### config.mk
export PLATFORM = sky130hd
export DESIGN_NAME = mdio_master
export DESIGN_NICKNAME = d
export VERILOG_FILES = /design/src/rtl/mdio_pkg.sv /design/src/rtl/mdio_clkdiv.sv /design/src/rtl/mdio_frame.sv /design/src/rtl/mdio_master.sv
export SDC_FILE = /design/constraint.sdc
export NUM_CORES = 1
export LEC_CHECK = 0
export BUFFER_PORTS_ARGS = -buffer_cell sky130_fd_sc_hd__buf_2
export CORE_MARGIN = 5
export CORE_UTILIZATION = 35
export CTS_CLUSTER_DIAMETER = 200
export DETAILED_ROUTE_END_ITERATION = 8
export PLACE_DENSITY = 0.62
export SYNTH_ARGS = -nofsm -noshare
export SYNTH_HDL_FRONTEND = slang
export SYNTH_SLANG_ARGS = --single-unit
### constraint.sdc
create_clock -name clk -period 2.5 [get_ports clk]
set_input_delay 0.375 -clock clk [delete_from_list [all_inputs] [get_ports clk]]
set_output_delay 0.375 -clock clk [all_outputs]
set_load 0.05 [all_outputs]
### src/rtl/mdio_pkg.sv
package mdio_pkg;
  localparam int FRAME_BITS = 64;
  localparam int DATA_BITS  = 16;
  localparam logic [5:0] TA_IDX   = 6'd46;
  localparam logic [5:0] DATA_IDX = 6'd48;
  localparam logic [5:0] LAST_IDX = 6'd63;

  localparam int GO_BIT = 31;
  localparam int C22_BIT = 28;
  localparam int RD_BIT = 27;
  localparam int WR_BIT = 26;

  // Assemble the full serial frame, first bit in the MSB.
  function automatic logic [FRAME_BITS-1:0] build_frame(
    input logic rd, input logic [4:0] phy, input logic [4:0] rga,
    input logic [DATA_BITS-1:0] wd);
    logic [1:0] op;
    logic [1:0] ta;
    logic [DATA_BITS-1:0] pay;
    op  = rd ? 2'b10 : 2'b01;
    ta  = rd ? 2'b11 : 2'b10;
    pay = rd ? {DATA_BITS{1'b1}} : wd;
    return {32'hFFFF_FFFF, 2'b01, op, phy, rga, ta, pay};
  endfunction

  // A start request is accepted only for exactly one operation in Clause 22.
  function automatic logic cmd_ok(input logic [31:0] w);
    return w[C22_BIT] && (w[RD_BIT] ^ w[WR_BIT]);
  endfunction
endpackage

### src/rtl/mdio_clkdiv.sv
module mdio_clkdiv #(
  parameter int THR_W = 6
) (
  input  logic             clk,
  input  logic             rst_n,
  input  logic             run,
  input  logic [THR_W-1:0] thresh,
  output logic             mdc,
  output logic             rise_evt,
  output logic             fall_evt
);
  logic [THR_W-1:0] cnt;
  logic term;

  assign term     = run && (cnt == thresh);
  assign rise_evt = term && !mdc;
  assign fall_evt = term && mdc;

  always_ff @(posedge clk) begin
    if (!rst_n) begin
      cnt <= '0;
      mdc <= 1'b0;
    end else if (!run) begin
      cnt <= '0;
      mdc <= 1'b0;
    end else if (term) begin
      cnt <= '0;
      mdc <= ~mdc;
    end else begin
      cnt <= cnt + 1'b1;
    end
  end

  // MDC may only rise while a frame is running
  assert_mdc_needs_run_R4: assert property (@(posedge clk) disable iff (!rst_n)
    $rose(mdc) |-> $past(run));
endmodule

### src/rtl/mdio_frame.sv
module mdio_frame
  import mdio_pkg::*;
(
  input  logic                 clk,
  input  logic                 rst_n,
  input  logic                 start,
  input  logic                 start_rd,
  input  logic [4:0]           start_phy,
  input  logic [4:0]           start_reg,
  input  logic [DATA_BITS-1:0] start_wd,
  input  logic                 rise_evt,
  input  logic                 fall_evt,
  input  logic                 mdio_i,
  output logic                 busy,
  output logic                 done,
  output logic                 mdio_o,
  output logic                 mdio_oe,
  output logic [DATA_BITS-1:0] rx_data
);
  logic [FRAME_BITS-1:0] sh;
  logic [FRAME_BITS-1:0] frm_new;
  logic [5:0] idx;
  logic is_rd;

  assign frm_new = build_frame(start_rd, start_phy, start_reg, start_wd);
  assign done    = busy && fall_evt && (idx == LAST_IDX);

  always_ff @(posedge clk) begin
    if (!rst_n) begin
      busy    <= 1'b0;
      idx     <= '0;
      sh      <= '0;
      is_rd   <= 1'b0;
      mdio_o  <= 1'b1;
      mdio_oe <= 1'b0;
      rx_data <= '0;
    end else if (start) begin
      busy    <= 1'b1;
      idx     <= '0;
      sh      <= frm_new;
      is_rd   <= start_rd;
      mdio_o  <= frm_new[FRAME_BITS-1];
      mdio_oe <= 1'b1;
      rx_data <= '0;
    end else if (busy) begin
      if (rise_evt && is_rd && idx >= DATA_IDX)
        rx_data <= {rx_data[DATA_BITS-2:0], mdio_i};
      if (fall_evt) begin
        if (idx == LAST_IDX) begin
          busy    <= 1'b0;
          mdio_o  <= 1'b1;
          mdio_oe <= 1'b0;
        end else begin
          idx     <= idx + 1'b1;
          sh      <= {sh[FRAME_BITS-2:0], 1'b0};
          mdio_o  <= sh[FRAME_BITS-2];
          mdio_oe <= !(is_rd && idx >= TA_IDX - 6'd1);
        end
      end
    end
  end

  // Output bit may only move on a falling MDC event
  assert_mdio_on_fall_R6: assert property (@(posedge clk) disable iff (!rst_n)
    (busy && $past(busy) && !$stable(mdio_o)) |-> $past(fall_evt));
  // Line released during read turnaround and data
  assert_read_release_R3: assert property (@(posedge clk) disable iff (!rst_n)
    (busy && is_rd && idx >= TA_IDX) |-> !mdio_oe);
endmodule

### src/rtl/mdio_master.sv
module mdio_master
  import mdio_pkg::*;
#(
  parameter int THR_W = 6
) (
  input  logic             clk,
  input  logic             rst_n,
  input  logic             bus_wr,
  input  logic             bus_addr,
  input  logic [31:0]      bus_wdata,
  output logic [31:0]      bus_rdata,
  input  logic [THR_W-1:0] mdc_thresh,
  output logic             mdc,
  output logic             mdio_o,
  output logic             mdio_oe,
  input  logic             mdio_i
);
  logic [30:0] cmd_q;
  logic [DATA_BITS-1:0] res_q;
  logic [DATA_BITS-1:0] rx_data;
  logic cmd_wr, start, busy, done, rise_evt, fall_evt;

  assign cmd_wr = bus_wr && !bus_addr;
  assign start  = cmd_wr && !busy && bus_wdata[GO_BIT] && cmd_ok(bus_wdata);

  always_ff @(posedge clk) begin
    if (!rst_n) begin
      cmd_q <= '0;
      res_q <= '0;
    end else begin
      if (cmd_wr && !busy) cmd_q <= bus_wdata[30:0];
      if (done && cmd_q[RD_BIT]) res_q <= rx_data;
    end
  end

  assign bus_rdata = bus_addr ? {{(32-DATA_BITS){1'b0}}, res_q} : {busy, cmd_q};

  mdio_clkdiv #(.THR_W(THR_W)) u_div (
    .clk(clk), .rst_n(rst_n), .run(busy), .thresh(mdc_thresh),
    .mdc(mdc), .rise_evt(rise_evt), .fall_evt(fall_evt));

  mdio_frame u_frm (
    .clk(clk), .rst_n(rst_n), .start(start), .start_rd(bus_wdata[RD_BIT]),
    .start_phy(bus_wdata[25:21]), .start_reg(bus_wdata[20:16]),
    .start_wd(bus_wdata[15:0]), .rise_evt(rise_evt), .fall_evt(fall_evt),
    .mdio_i(mdio_i), .busy(busy), .done(done), .mdio_o(mdio_o),
    .mdio_oe(mdio_oe), .rx_data(rx_data));

  assert_busy_ignore_R7: assert property (@(posedge clk) disable iff (!rst_n)
    (busy && cmd_wr) |=> $stable(cmd_q));
  assert_bad_cmd_no_go_R8: assert property (@(posedge clk) disable iff (!rst_n)
    (cmd_wr && !busy && bus_wdata[GO_BIT] && !cmd_ok(bus_wdata)) |=> !busy);
  assert_idle_lines_R9: assert property (@(posedge clk) disable iff (!rst_n)
    !busy |-> (!mdc && !mdio_oe && mdio_o));
endmodule

==> results.rst, run 1 <==
.. list-table::
   :header-rows: 1

   * - Metric
     - Value
   * - Worst setup endpoint
     - u_frm.rx_data[13]
   * - Depth of the most critical reg-to-reg path
     - 5
   * - Routability congestion estimate
     - 0.777
   * - Final routed DRC violation total
     - 0
   * - Initial DRC Count
     - 446
   * - Final period util
     - 81.0%
   * - Dominant cell type by area after synthesis
     - sky130_fd_sc_hd__dfxtp_1
   * - I/O pins
     - 78
   * - Async SR Flop Fraction
     - 0%
   * - Starting density of the core
     - 35.7%
   * - CP Class
     - flop to flop
   * - Terminus of the critical flop-to-flop path
     - u_frm.rx_data[13]
   * - Detailed-placement wirelength estimate
     - 9.62 mm
   * - Wire length after detailed routing
     - 14.9 mm
   * - Hold Path Class
     - input pin to flop
   * - Overall power
     - 5.22 mW
   * - Antenna violations before repair
     - 2
   * - Vias in the first global route
     - 4913
   * - Proportion of synthesized chip area in sequential cells
     - 48.2%
   * - Fraction of power consumed by sequential logic
     - 45.1%
   * - Per-cell via count in the routed design
     - 5.17
   * - Post-route worst setup slack
     - 0.475 ns
   * - Biggest cell delay along the critical path
     - 0.57 ns
   * - Reg2Reg Setup Slack
     - 0.48 ns
   * - Number of endpoints with negative hold slack in the final report
     - 0
   * - Clock tree from TritonCTS
     - done
   * - Synthesis warning total
     - 0
   * - Critical path data required time
     - 2.81 ns
   * - Clk Tree Root Cell
     - sky130_fd_sc_hd__clkbuf_16
   * - Number of buffers added to fix hold violations after cts
     - 0
   * - Die Height
     - 140 microns
   * - Most used cells in the layout excluding fill and tap cells
     - sky130_fd_sc_hd__dfxtp_1, sky130_fd_sc_hd__nand2_1, sky130_fd_sc_hd__buf_2
   * - Fill cell total of the finished layout
     - 1641
   * - PD cells
     - 726 nW/um^2
   * - Layout Area Growth over Synthesis
     - 21.0%
   * - Crit path DAT
     - 2.33 ns
   * - Total setup violations reported at the end of the flow
     - 0
   * - Total via count after detailed routing
     - 5078
   * - Master of the slowest instance on the critical path
     - sky130_fd_sc_hd__dfxtp_1
   * - Total Negative Setup Slacks
     - 0 ns
   * - Post-placement worst setup slack
     - 0.391 ns
   * - Switching power of the nets
     - 1.20 mW
   * - Global-route wire length before repair
     - 24.6 mm
   * - Maximum fanout encountered on the critical timing path
     - 16
   * - Endpoint class of the critical path
     - flop
   * - Skew final
     - 0.00729 ns
   * - Final Max Slew Viols
     - 0
   * - Combinational share of power
     - 6.0%
   * - Crit path time final
     - 2.02 ns
   * - Proportion of netlist area held by the largest area contributor
     - 48.2%
   * - Status
     - finished, final reports clean
   * - Number of flops mapped to enable cells by yosys
     - 0
   * - Global route total overflow
     - 0
   * - Commonest non-fill, non-tap cell in the layout
     - sky130_fd_sc_hd__dfxtp_1
   * - Largest net degree at the start of global routing
     - 56
   * - Max-capacitance violation count
     - 0
   * - Hold_ws
     - 0.195 ns
   * - Count of state elements after synthesis
     - 143
   * - Origin of the critical flop-to-flop path
     - u_frm.busy
   * - Total routing resource utilization after global routing
     - 15.3%
   * - Port buffer count
     - 77
   * - Critical Path, Cell by Cell
     - or4b_4, nor4_4, buf_12, mux2i_1, nor2_2
   * - Postcts setup bufs
     - 0
   * - Detailed-route wire length per cell
     - 15.2 microns
   * - Mapped Area
     - 5940 sq um
   * - Most used DFF post-synth
     - sky130_fd_sc_hd__dfxtp_1
   * - Number of detailed-route iterations in the first pass
     - 5
   * - Number of nets still failing antenna checks after routing
     - 0
   * - RSZ-0062 raised after global routing
     - no
   * - Critical Path Source
     - u_frm.busy
   * - Ratio of cells with drive above 1 in the final layout
     - 21.4%
   * - Post-CTS sizing
     - 0
   * - FP Rows
     - 47
   * - Post-synthesis area per instance
     - 8.59 sq um
   * - Sink count of the clock tree
     - 143
   * - Insertion delay to the later sink of the worst-skew pair
     - 0.41 ns
   * - Worst voltage drop across the vdd grid
     - 0.000479 V
   * - Clock transition time at the flip-flop clock pins of the worst setup and hold paths
     - 0.06 ns
   * - Most area-consuming cells after synthesis
     - sky130_fd_sc_hd__dfxtp_1, sky130_fd_sc_hd__nand2_1, sky130_fd_sc_hd__mux2i_1
   * - Inserted Clock Buffers
     - 17
   * - Max clock buf depth
     - 2
   * - Critical Path Source Type
     - flop
   * - Placeable Area
     - 16600 sq um
   * - Distinct cell type count after synthesis
     - 43
   * - Relative slew slack
     - 65.3%
   * - Die width
     - 140 microns
   * - Transition at the pin with the smallest max-transition slack
     - 0.518 ns
   * - Lkg Pwr
     - 2.83 nW
   * - Synthesized instance count
     - 692
   * - Floorplan die area
     - 19700 sq um
   * - Highest attainable clock frequency
     - 0.494 GHz
   * - Internal cell power
     - 4.02 mW
   * - Syn nets
     - 739
   * - Nets
     - 795
   * - Fraction of power spent switching nets
     - 23.0%
   * - Share of power burned in the clock network
     - 48.9%
   * - H-Tree Depth
     - 4
==> worst max-delay path, delay by kind of cell, from the launching register on <==
| family | cells | cell delay (ns) |
|---|---|---|
| simple gates | 3 | 0.88 |
| mux | 1 | 0.25 |
| flops | 1 | 0.57 |
| buf+inv | 1 | 0.21 |
==> final cells by class <==
class                   instances  area [sq um]  share of cell area, %
well taps                     220           275                   3.83
multi-input cells             483          2820                   39.2
inverters                       5          18.8                  0.261
clock inverters                11           125                   1.74
flip-flops and latches        143          2860                   39.8
clock buffers                  21           480                   6.68
repair buffers                 98           606                   8.42
diodes                          2          5.00                 0.0696
==> power by group through the flow <==
stage | clock network, mW | logic, mW | registers [mW]
floorplan | 0 | 0.205 | 2.40
global placement | 0 | 0.316 | 2.40
detailed placement | 0 | 0.316 | 2.40
CTS | 2.60 | 0.317 | 2.35
global route | 2.72 | 0.344 | 2.36
finish | 2.55 | 0.315 | 2.35
==> cells in the mapped netlist, types with 4 or more instances <==
library cell and instances:
sky130_fd_sc_hd__dfxtp_1 143, sky130_fd_sc_hd__nand2_1 105, sky130_fd_sc_hd__a21oi_1 61, sky130_fd_sc_hd__nor2_1 47, sky130_fd_sc_hd__clkbuf_1 45, sky130_fd_sc_hd__nor3_1 43, sky130_fd_sc_hd__mux2i_1 32, sky130_fd_sc_hd__nand4_1 31
sky130_fd_sc_hd__a31oi_1 30, sky130_fd_sc_hd__o21ai_0 18, sky130_fd_sc_hd__nand3_1 17, sky130_fd_sc_hd__nor2b_1 17, sky130_fd_sc_hd__mux2_2 16, sky130_fd_sc_hd__buf_2 11, sky130_fd_sc_hd__a32oi_1 10, sky130_fd_sc_hd__nor2_2 10
sky130_fd_sc_hd__xor2_1 8, sky130_fd_sc_hd__xnor2_1 6, sky130_fd_sc_hd__and3_1 4, sky130_fd_sc_hd__ha_1 4, sky130_fd_sc_hd__inv_1 4
==> metal layers <==
layer | up-vias | part of all wire, % | global-route usage [%]
li1 | 2537 | - | -
met1 | 2403 | 46 | 19.9
met2 | 119 | 47 | 24.3
met3 | 19 | 4.8 | 4.53
met4 | 0 | 1.5 | 5.05
met5 | - | 0 | 0
==> kinds of logic (layout without fill, tap and decap cells) <==
family,Yosys count,in the layout,synth area share (%)
and+or+nand+nor,290,290,23.5
DFF,143,143,48.2
AOI/OAI and AO/OA,127,127,12.3
buffers and inverters,66,135,4.65
muxes,48,48,8.42
xor gates and xnor gates,14,14,2.06
adders and majority gates,4,4,0.842
other,0,2,0
==> worst min path at each step <==
stage / depth (start not counted) / from / endpoint
CTS: 3 / bus_wdata[30] / cmd_q[30]
floorplan: 2 / u_frm.sh[29] / u_frm.sh[29]
detailed placement: 2 / cmd_q[28] / cmd_q[28]
global route: 3 / bus_wdata[30] / cmd_q[30]
finish: 3 / bus_wdata[30] / cmd_q[30]
global placement: 2 / cmd_q[18] / cmd_q[18]
==> per-stage QoR <==
step	instance area, sq um	cells	utilization [%]
after floorplan	5940	692	-
after global placement	6580	949	39.5
after detailed placement	6580	949	39.5
after CTS	7190	981	43.2
after global routing	7190	983	43.2
final	7190	983	43.2
==> flip-flops by register name (all words and copies together), names as in the netlist <==
signal         flops
u_frm.sh          63
cmd_q             31
res_q             16
u_frm.rx_data     16
u_div.cnt          6
u_frm.idx          6
u_div.mdc          1
u_frm.busy         1
u_frm.is_rd        1
u_frm.mdio_o       1
u_frm.mdio_oe      1
Note: power is estimated with default switching activity, not from simulation.
==> run 2: changes to the inputs <==
clock period = 1.92 ns   (was 2.5 ns; I/O delays follow)
==> results.rst, run 2 (synthesis gave the netlist of run 1 again) <==
.. list-table::
   :header-rows: 1

   * - Metric
     - Value
   * - Status
     - finished, final reports clean
   * - Register bank with the most flops
     - u_frm.sh
   * - Ratio of cells with drive above 1 in the final layout
     - 23.8% (+2.4 points)
   * - Die Height
     - 140 microns (unchanged)
   * - Total Negative Setup Slacks
     - 0 ns (unchanged)
   * - Routability congestion estimate
     - 0.772 (-0.63%)
   * - Biggest cell delay along the critical path
     - 0.57 ns (about the same)
   * - Overall power
     - 6.86 mW (+32%)
   * - Number of nets still failing antenna checks after routing
     - 0 (unchanged)
   * - Detailed-placement wirelength estimate
     - 9.87 mm (+2.6%)
   * - Starting density of the core
     - 35.7% (unchanged)
   * - Total setup violations reported at the end of the flow
     - 0 (unchanged)
   * - RSZ-0062 raised after global routing
     - yes
   * - Post-Route Utilization
     - 44.6% (+1.4 points)
   * - Critical Path, Cell by Cell
     - xor2_2, or4b_4, nor4_4, buf_12, mux2i_1, nor2_2
   * - Critical path data required time
     - 2.23 ns (-0.58 ns)
   * - Final period util
     - 97.3% (+16 points)
   * - Port buffer count
     - 77 (unchanged)
   * - Number of detailed-route iterations in the first pass
     - 5 (unchanged)
   * - Floorplan die area
     - 19700 sq um (unchanged)
   * - Critical Path Source Type
     - flop
   * - Fill cell total of the finished layout
     - 1660 (+1.2%)
   * - Most used cells in the layout excluding fill and tap cells
     - sky130_fd_sc_hd__dfxtp_1, sky130_fd_sc_hd__nand2_1, sky130_fd_sc_hd__buf_2
   * - Master of the slowest instance on the critical path
     - sky130_fd_sc_hd__or4b_4
   * - Die width
     - 140 microns (unchanged)
   * - Clock tree from TritonCTS
     - done
   * - Per-cell via count in the routed design
     - 5.14 (-0.50%)
   * - Hold Path Class
     - input pin to flop
   * - Worst voltage drop across the vdd grid
     - 0.000699 V (+46%)
   * - Endpoint class of the critical path
     - flop
   * - CP Class
     - flop to flop
   * - Relative slew slack
     - 69.8% (+4.5 points)
   * - Nets
     - 808 (+1.6%)
   * - Placeable Area
     - 16600 sq um (unchanged)
   * - Final routed DRC violation total
     - 0 (unchanged)
   * - Initial DRC Count
     - 460 (+3.1%)
   * - Skew final
     - 0.00522 ns (-0.00207 ns)
   * - Wire length after detailed routing
     - 15.3 mm (+2.3%)
   * - PD cells
     - 925 nW/um^2 (+28%)
   * - Final Max Slew Viols
     - 0 (unchanged)
   * - Layout Area Growth over Synthesis
     - 24.8%
   * - Vias in the first global route
     - 4849 (-1.3%)
   * - Diode insertion count for antenna repair
     - 0 (-2)
   * - Clk Tree Root Cell
     - sky130_fd_sc_hd__clkbuf_16
   * - Lkg Pwr
     - 2.94 nW (+4.0%)
   * - Max-capacitance violation count
     - 0 (unchanged)
   * - Crit path DAT
     - 2.18 ns (-0.15 ns)
   * - Antenna violations before repair
     - 0 (-2)
   * - Inserted Clock Buffers
     - 17 (unchanged)
   * - Global-route wire length before repair
     - 25.2 mm (+2.6%)
   * - Transition at the pin with the smallest max-transition slack
     - 0.453 ns (-0.0649 ns)
   * - Number of endpoints with negative hold slack in the final report
     - 0 (unchanged)
   * - Commonest non-fill, non-tap cell in the layout
     - sky130_fd_sc_hd__dfxtp_1
   * - Largest registers
     - u_frm.sh: 63 flops, cmd_q: 31 flops
   * - Clock transition time at the flip-flop clock pins of the worst setup and hold paths
     - 0.06 ns (about the same)
   * - Maximum fanout encountered on the critical timing path
     - 16 (unchanged)
   * - Insertion delay to the later sink of the worst-skew pair
     - 0.42 ns (about the same)
   * - I/O pins
     - 78 (unchanged)
   * - Global route total overflow
     - 0 (unchanged)
   * - FP Rows
     - 47 (unchanged)
   * - Total via count after detailed routing
     - 5109 (+0.61%)
   * - Sink count of the clock tree
     - 143 (unchanged)
   * - Largest net degree at the start of global routing
     - 96 (+71%)
   * - Number of buffers added to fix hold violations after cts
     - 0 (unchanged)
   * - Highest attainable clock frequency
     - 0.535 GHz (+8.4%)
   * - Detailed-route wire length per cell
     - 15.4 microns (+1.2%)
   * - H-Tree Depth
     - 4 (unchanged)
   * - Total routing resource utilization after global routing
     - 15.7% (+0.41 points)
   * - Max clock buf depth
     - 2 (unchanged)
   * - Flip-flop count of the largest register after layout
     - 63 (unchanged)
   * - Crit path time final
     - 1.87 ns (-0.156 ns)
## run 2: changes by cell type in the layout (fill, tap and decap cells not counted), moves of 2 or more
| cell | before | now |
|---|---|---|
| sky130_fd_sc_hd__buf_12 | 5 | 10 |
| sky130_fd_sc_hd__buf_4 | 16 | 22 |
| sky130_fd_sc_hd__clkbuf_1 | 0 | 3 |
| sky130_fd_sc_hd__clkbuf_8 | 4 | 8 |
| sky130_fd_sc_hd__clkinvlp_4 | 2 | 0 |
| sky130_fd_sc_hd__dfxtp_1 | 143 | 139 |
| sky130_fd_sc_hd__dfxtp_2 | 0 | 4 |
| sky130_fd_sc_hd__diode_2 | 2 | 0 |
| sky130_fd_sc_hd__inv_6 | 4 | 0 |
## run 2: metrics by stage
stage | cells | instance area (sq um) | setup slack (ns) | hold slack (ns)
floorplan | 692 | 5960 | -0.120 | 0.424
CTS | 991 | 7350 | 0.0243 | 0.0946
detailed placement | 959 | 6720 | -0.0373 | 0.442
global route | 994 | 7420 | -0.0476 | 0.108
finish | 994 | 7420 | 0.0513 | 0.116
global placement | 959 | 6720 | -0.0166 | 0.439
## run 2: cell type report
cell class | instances | area (sq um) | share of cell area, %
Sequential cell | 143 | 2870 | 38.7
Inverter | 5 | 18.8 | 0.253
Multi-Input combinational cell | 483 | 2850 | 38.4
Tap cell | 220 | 275 | 3.71
Clock buffer | 28 | 547 | 7.37
Clock inverter | 4 | 70.1 | 0.945
Timing Repair Buffer | 111 | 787 | 10.6
## run 2: worst paths after layout
path	from	endpoint	slack, ns	cells past startpoint
worst max-delay path	u_div.cnt[0]	u_frm.rx_data[13]	0.05	6
worst min-delay path	mdio_i	u_frm.rx_data[0]	0.12	3
worst max register to register	u_div.cnt[0]	u_frm.rx_data[13]	0.05	6
worst min register to register	u_frm.sh[16]	u_frm.sh[16]	0.45	2
## run 2: where the power goes
group / internal [mW] / switching, mW
clock network: 2.19 / 1.19
registers: 3.03 / 0.0330
logic: 0.145 / 0.278
total: 5.36 / 1.50
## run 2: critical path, delay by kind of cell, from the launching register on
family	cells	cell delay, ns
buffers and inverters	1	0.21
xor gates and xnor gates	1	0.15
DFF	1	0.34
muxes	1	0.24
and+or+nand+nor	3	0.81
## run 2: per-layer routing
layer	vias to the layer above	share of wire (%)	global-route usage (%)
met2	130	45	23.6
met5	-	0	0
met3	12	5.6	4.02
li1	2560	-	-
met4	0	1.3	5.92
met1	2407	48	21.6
## run 2: timing repair
item | CTS | global route
resized for setup | 3 | 9
setup endpoints to repair | 1 | 65
gates cloned | 0 | 1
buffers inserted | 0 | 2
==> run 3: changes to the inputs <==
SYNTH_HIERARCHICAL = 1   (was default)
==> results.rst, run 3 <==
.. list-table::
   :header-rows: 1

   * - Metric
     - Value
   * - Initial DRC Count
     - 299 (-35%)
   * - Synthesis warning total
     - 6 (+6)
   * - Critical Path Source Type
     - flop
   * - Relative slew slack
     - 61.5% (-8.3 points)
   * - Total Negative Setup Slacks
     - -0.264 ns (-0.264 ns)
   * - Nets
     - 868 (+7.4%)
   * - Skew final
     - 0.00750 ns (+0.00228 ns)
   * - Max-capacitance violation count
     - 0 (unchanged)
   * - Number of nets still failing antenna checks after routing
     - 0 (unchanged)
   * - Vias in the first global route
     - 4886 (+0.76%)
   * - Count of state elements after synthesis
     - 143 (unchanged)
   * - Status
     - complete, but fails checks
   * - Total routing resource utilization after global routing
     - 14.9% (-0.72 points)
   * - Crit path time final
     - 2.00 ns (+0.131 ns)
   * - Diode insertion count for antenna repair
     - 0 (unchanged)
   * - List of most frequent post-synthesis cells
     - sky130_fd_sc_hd__nand2_1, sky130_fd_sc_hd__dfxtp_1, sky130_fd_sc_hd__a21oi_1, sky130_fd_sc_hd__mux2i_1, sky130_fd_sc_hd__a21boi_1
   * - Crit path DAT
     - 2.34 ns (+0.16 ns)
   * - Dominant cell type by area after synthesis
     - sky130_fd_sc_hd__dfxtp_1
   * - Failing checks
     - setup timing
   * - Final Max Slew Viols
     - 0 (unchanged)
   * - Critical Path, Cell by Cell
     - xnor2_2, nand4_1, or3_1, inv_1, and3_4, and3_4, clkbuf_16, nand2_2, a21oi_1
   * - Mapped Area
     - 6300 sq um (+6.1%)
   * - Cell family with the largest share of critical-path delay
     - simple AND/OR/NAND/NOR gates
   * - Number of flops mapped to enable cells by yosys
     - 0 (unchanged)
   * - Biggest cell delay along the critical path
     - 0.37 ns (-0.20 ns)
   * - Area of the multi-input gates
     - 3470 sq um (+22%)
   * - Worst min-delay path endpoint
     - cmd_q[24]
   * - Floorplan die area
     - 20800 sq um (+5.6%)
   * - Total setup violations reported at the end of the flow
     - 15 (+15)
   * - Top-count cell post-synth
     - sky130_fd_sc_hd__nand2_1
   * - Most used cells in the layout excluding fill and tap cells
     - sky130_fd_sc_hd__nand2_1, sky130_fd_sc_hd__dfxtp_1, sky130_fd_sc_hd__buf_2
   * - Clock tree from TritonCTS
     - done
   * - Number of endpoints with negative hold slack in the final report
     - 0 (unchanged)
   * - Layout Area Growth over Synthesis
     - 32.7%
   * - Number of buffers added to fix hold violations after cts
     - 0 (unchanged)
   * - Lkg Pwr
     - 3.44 nW (+17%)
   * - Post-placement worst setup slack
     - -0.139 ns (-0.101 ns)
   * - Commonest non-fill, non-tap cell in the layout
     - sky130_fd_sc_hd__nand2_1
   * - Max clock buf depth
     - 2 (unchanged)
   * - Synthesized instance count
     - 721 (+4.2%)
   * - Post-route worst setup slack
     - -0.0792 ns (-0.131 ns)
   * - Proportion of synthesized chip area in sequential cells
     - 45.4% (-2.8 points)
   * - Depth of the most critical reg-to-reg path
     - 9 (+3)
   * - Insertion delay to the later sink of the worst-skew pair
     - 0.42 ns (about the same)
   * - Global-route wire length before repair
     - 24.9 mm (-1.2%)
   * - Maximum fanout encountered on the critical timing path
     - 8 (-8)
   * - Final routed DRC violation total
     - 0 (unchanged)
   * - Critical path data required time
     - 2.26 ns (+0.03 ns)
   * - Most used DFF post-synth
     - sky130_fd_sc_hd__dfxtp_1
   * - Flip-flop count of the largest register after layout
     - 63 (unchanged)
   * - FP Rows
     - 49 (+4.3%)
   * - Syn nets
     - 768 (+3.9%)
   * - Clk Tree Root Cell
     - sky130_fd_sc_hd__clkbuf_16
   * - Per-cell via count in the routed design
     - 4.99 (-3.0%)
   * - Largest net degree at the start of global routing
     - 55 (-43%)
   * - Ratio of cells with drive above 1 in the final layout
     - 32.5% (+8.7 points)
   * - Starting density of the core
     - 35.3% (-0.38 points)
   * - Port buffer count
     - 77 (unchanged)
   * - Origin of the critical flop-to-flop path
     - u_div/cnt[3]
   * - Most area-consuming cells after synthesis
     - sky130_fd_sc_hd__dfxtp_1, sky130_fd_sc_hd__nand2_1, sky130_fd_sc_hd__mux2i_1
   * - Master of the slowest instance on the critical path
     - sky130_fd_sc_hd__or3_1
   * - Terminus of the critical flop-to-flop path
     - u_frm/rx_data[2]
   * - RSZ-0062 raised after global routing
     - yes
   * - Largest registers
     - u_frm/sh: 63 flops, cmd_q: 31 flops
   * - Post-synthesis area per instance
     - 8.74 sq um (+1.8%)
   * - H-Tree Depth
     - 4 (unchanged)
   * - Sink count of the clock tree
     - 143 (unchanged)
   * - Clock transition time at the flip-flop clock pins of the worst setup and hold paths
     - 0.06 ns (about the same)
   * - Total via count after detailed routing
     - 5300 (+3.7%)
   * - Overall power
     - 7.08 mW (+3.2%)
   * - Die Height
     - 144 microns (+2.8%)
   * - Reg2Reg Setup Slack
     - -0.08 ns (-0.13 ns)
   * - Highest attainable clock frequency
     - 0.500 GHz (-6.5%)
   * - Count of placed standard cells including taps
     - 1017 (+6.0%)
   * - Distinct cell type count after synthesis
     - 47 (+9.3%)
   * - Number of detailed-route iterations in the first pass
     - 4 (-1)
   * - Antenna violations before repair
     - 0 (unchanged)
   * - I/O pins
     - 78 (unchanged)
   * - Detailed-route wire length per cell
     - 15.4 microns (+0.46%)
   * - Inserted Clock Buffers
     - 17 (unchanged)
   * - Register bank with the most flops
     - u_frm/sh
   * - Dominant cell type by count on the critical path
     - sky130_fd_sc_hd__and3_4
   * - Proportion of netlist area held by the largest area contributor
     - 45.4% (-2.8 points)
   * - Async SR Flop Fraction
     - 0% (unchanged)
   * - Final period util
     - 104% (+6.8 points)
   * - Number of cells on the worst hold path
     - 3 (unchanged)
   * - Startpoint of the lowest-slack hold path
     - bus_wdata[24]
   * - PD cells
     - 847 nW/um^2 (-8.5%)
   * - Non-Filler Instances
     - 1063 (+6.9%)
   * - CP Class
     - flop to flop
   * - Hold Path Class
     - input pin to flop
   * - Hold_ws
     - 0.121 ns (+0.00508 ns)
   * - Routability congestion estimate
     - 0.746 (-3.3%)
   * - Endpoint class of the critical path
     - flop
   * - Number of buffer and inverter stages on the critical path
     - 2 (+1)
   * - Transition at the pin with the smallest max-transition slack
     - 0.577 ns (+0.124 ns)
   * - Fill cell total of the finished layout
     - 1676 (+0.96%)
   * - Placeable Area
     - 17800 sq um (+7.2%)
   * - Die width
     - 144 microns (+2.8%)
   * - Wire length after detailed routing
     - 16.4 mm (+7.4%)
   * - Storage cell area
     - 2870 sq um (unchanged)
   * - Worst voltage drop across the vdd grid
     - 0.000709 V (+1.4%)
   * - Detailed-placement wirelength estimate
     - 10.2 mm (+3.5%)
   * - Global route total overflow
     - 0 (unchanged)
run 3: per-layer routing:
metal	global-route usage (%)	vias to the layer above	share of wire [%]
met5	0	-	0
met2	23.4	107	47
met1	20.5	2503	47
met4	3.68	0	1.1
met3	4.13	18	4.7
li1	-	2672	-
run 3: per-stage QoR:
stage / instance area [sq um] / utilization [%]
floorplan: 6310 / -
global placement: 7110 / 39.9
detailed placement: 7110 / 39.9
CTS: 7770 / 43.5
global route: 8360 / 46.9
finish: 8360 / 46.9
run 3: worst max-delay path by stage:
stage                              from                end  slack, ns  cells past startpoint
after floorplan            u_div/cnt[2]  u_frm/rx_data[10]       0.02                     10
after global placement    mdc_thresh[1]          res_q[14]      -0.09                      9
after detailed placement  mdc_thresh[1]       u_frm/sh[10]      -0.14                      9
after CTS                  u_div/cnt[1]   u_frm/rx_data[6]       0.01                      9
after global routing       u_div/cnt[0]           res_q[6]      -0.19                      9
final                      u_div/cnt[3]   u_frm/rx_data[2]      -0.08                      9
run 3: report_power, final:
group	switching [mW]	internal [mW]
Combinational	0.297	0.185
Sequential	0.0397	3.04
Clock	1.29	2.23
Total	1.63	5.45
run 3: repair_timing:
| action | CTS | global route |
|---|---|---|
| setup buffers | 2 | 5 |
| resized for setup | 2 | 115 |
| pin swaps | 3 | 99 |
| setup endpoints to repair | 68 | 87 |
| cloned | 0 | 7 |
run 3: final cells by class:
| class | count | area share [%] |
|---|---|---|
| multi-input combinational | 517 | 41.5 |
| sequential | 143 | 34.3 |
| timing repair buffer | 135 | 12.9 |
| clock buffer | 21 | 5.39 |
| tap | 229 | 3.43 |
| clock inverter | 11 | 2.14 |
| inverter | 7 | 0.314 |
run 3: kinds of logic after synthesis:
kind of cell	share of synthesized area (%)
simple gates	18.4
compound gates	18.8
flops	45.4
buf+inv	5.78
mux	9.21
xor+xnor	1.67
fa+ha+maj	0.794
run 3: worst min-delay path, cell delays in order:
cell                      delay (ns)
sky130_fd_sc_hd__buf_2          0.10
sky130_fd_sc_hd__nand2_1        0.05
sky130_fd_sc_hd__mux2i_1        0.05
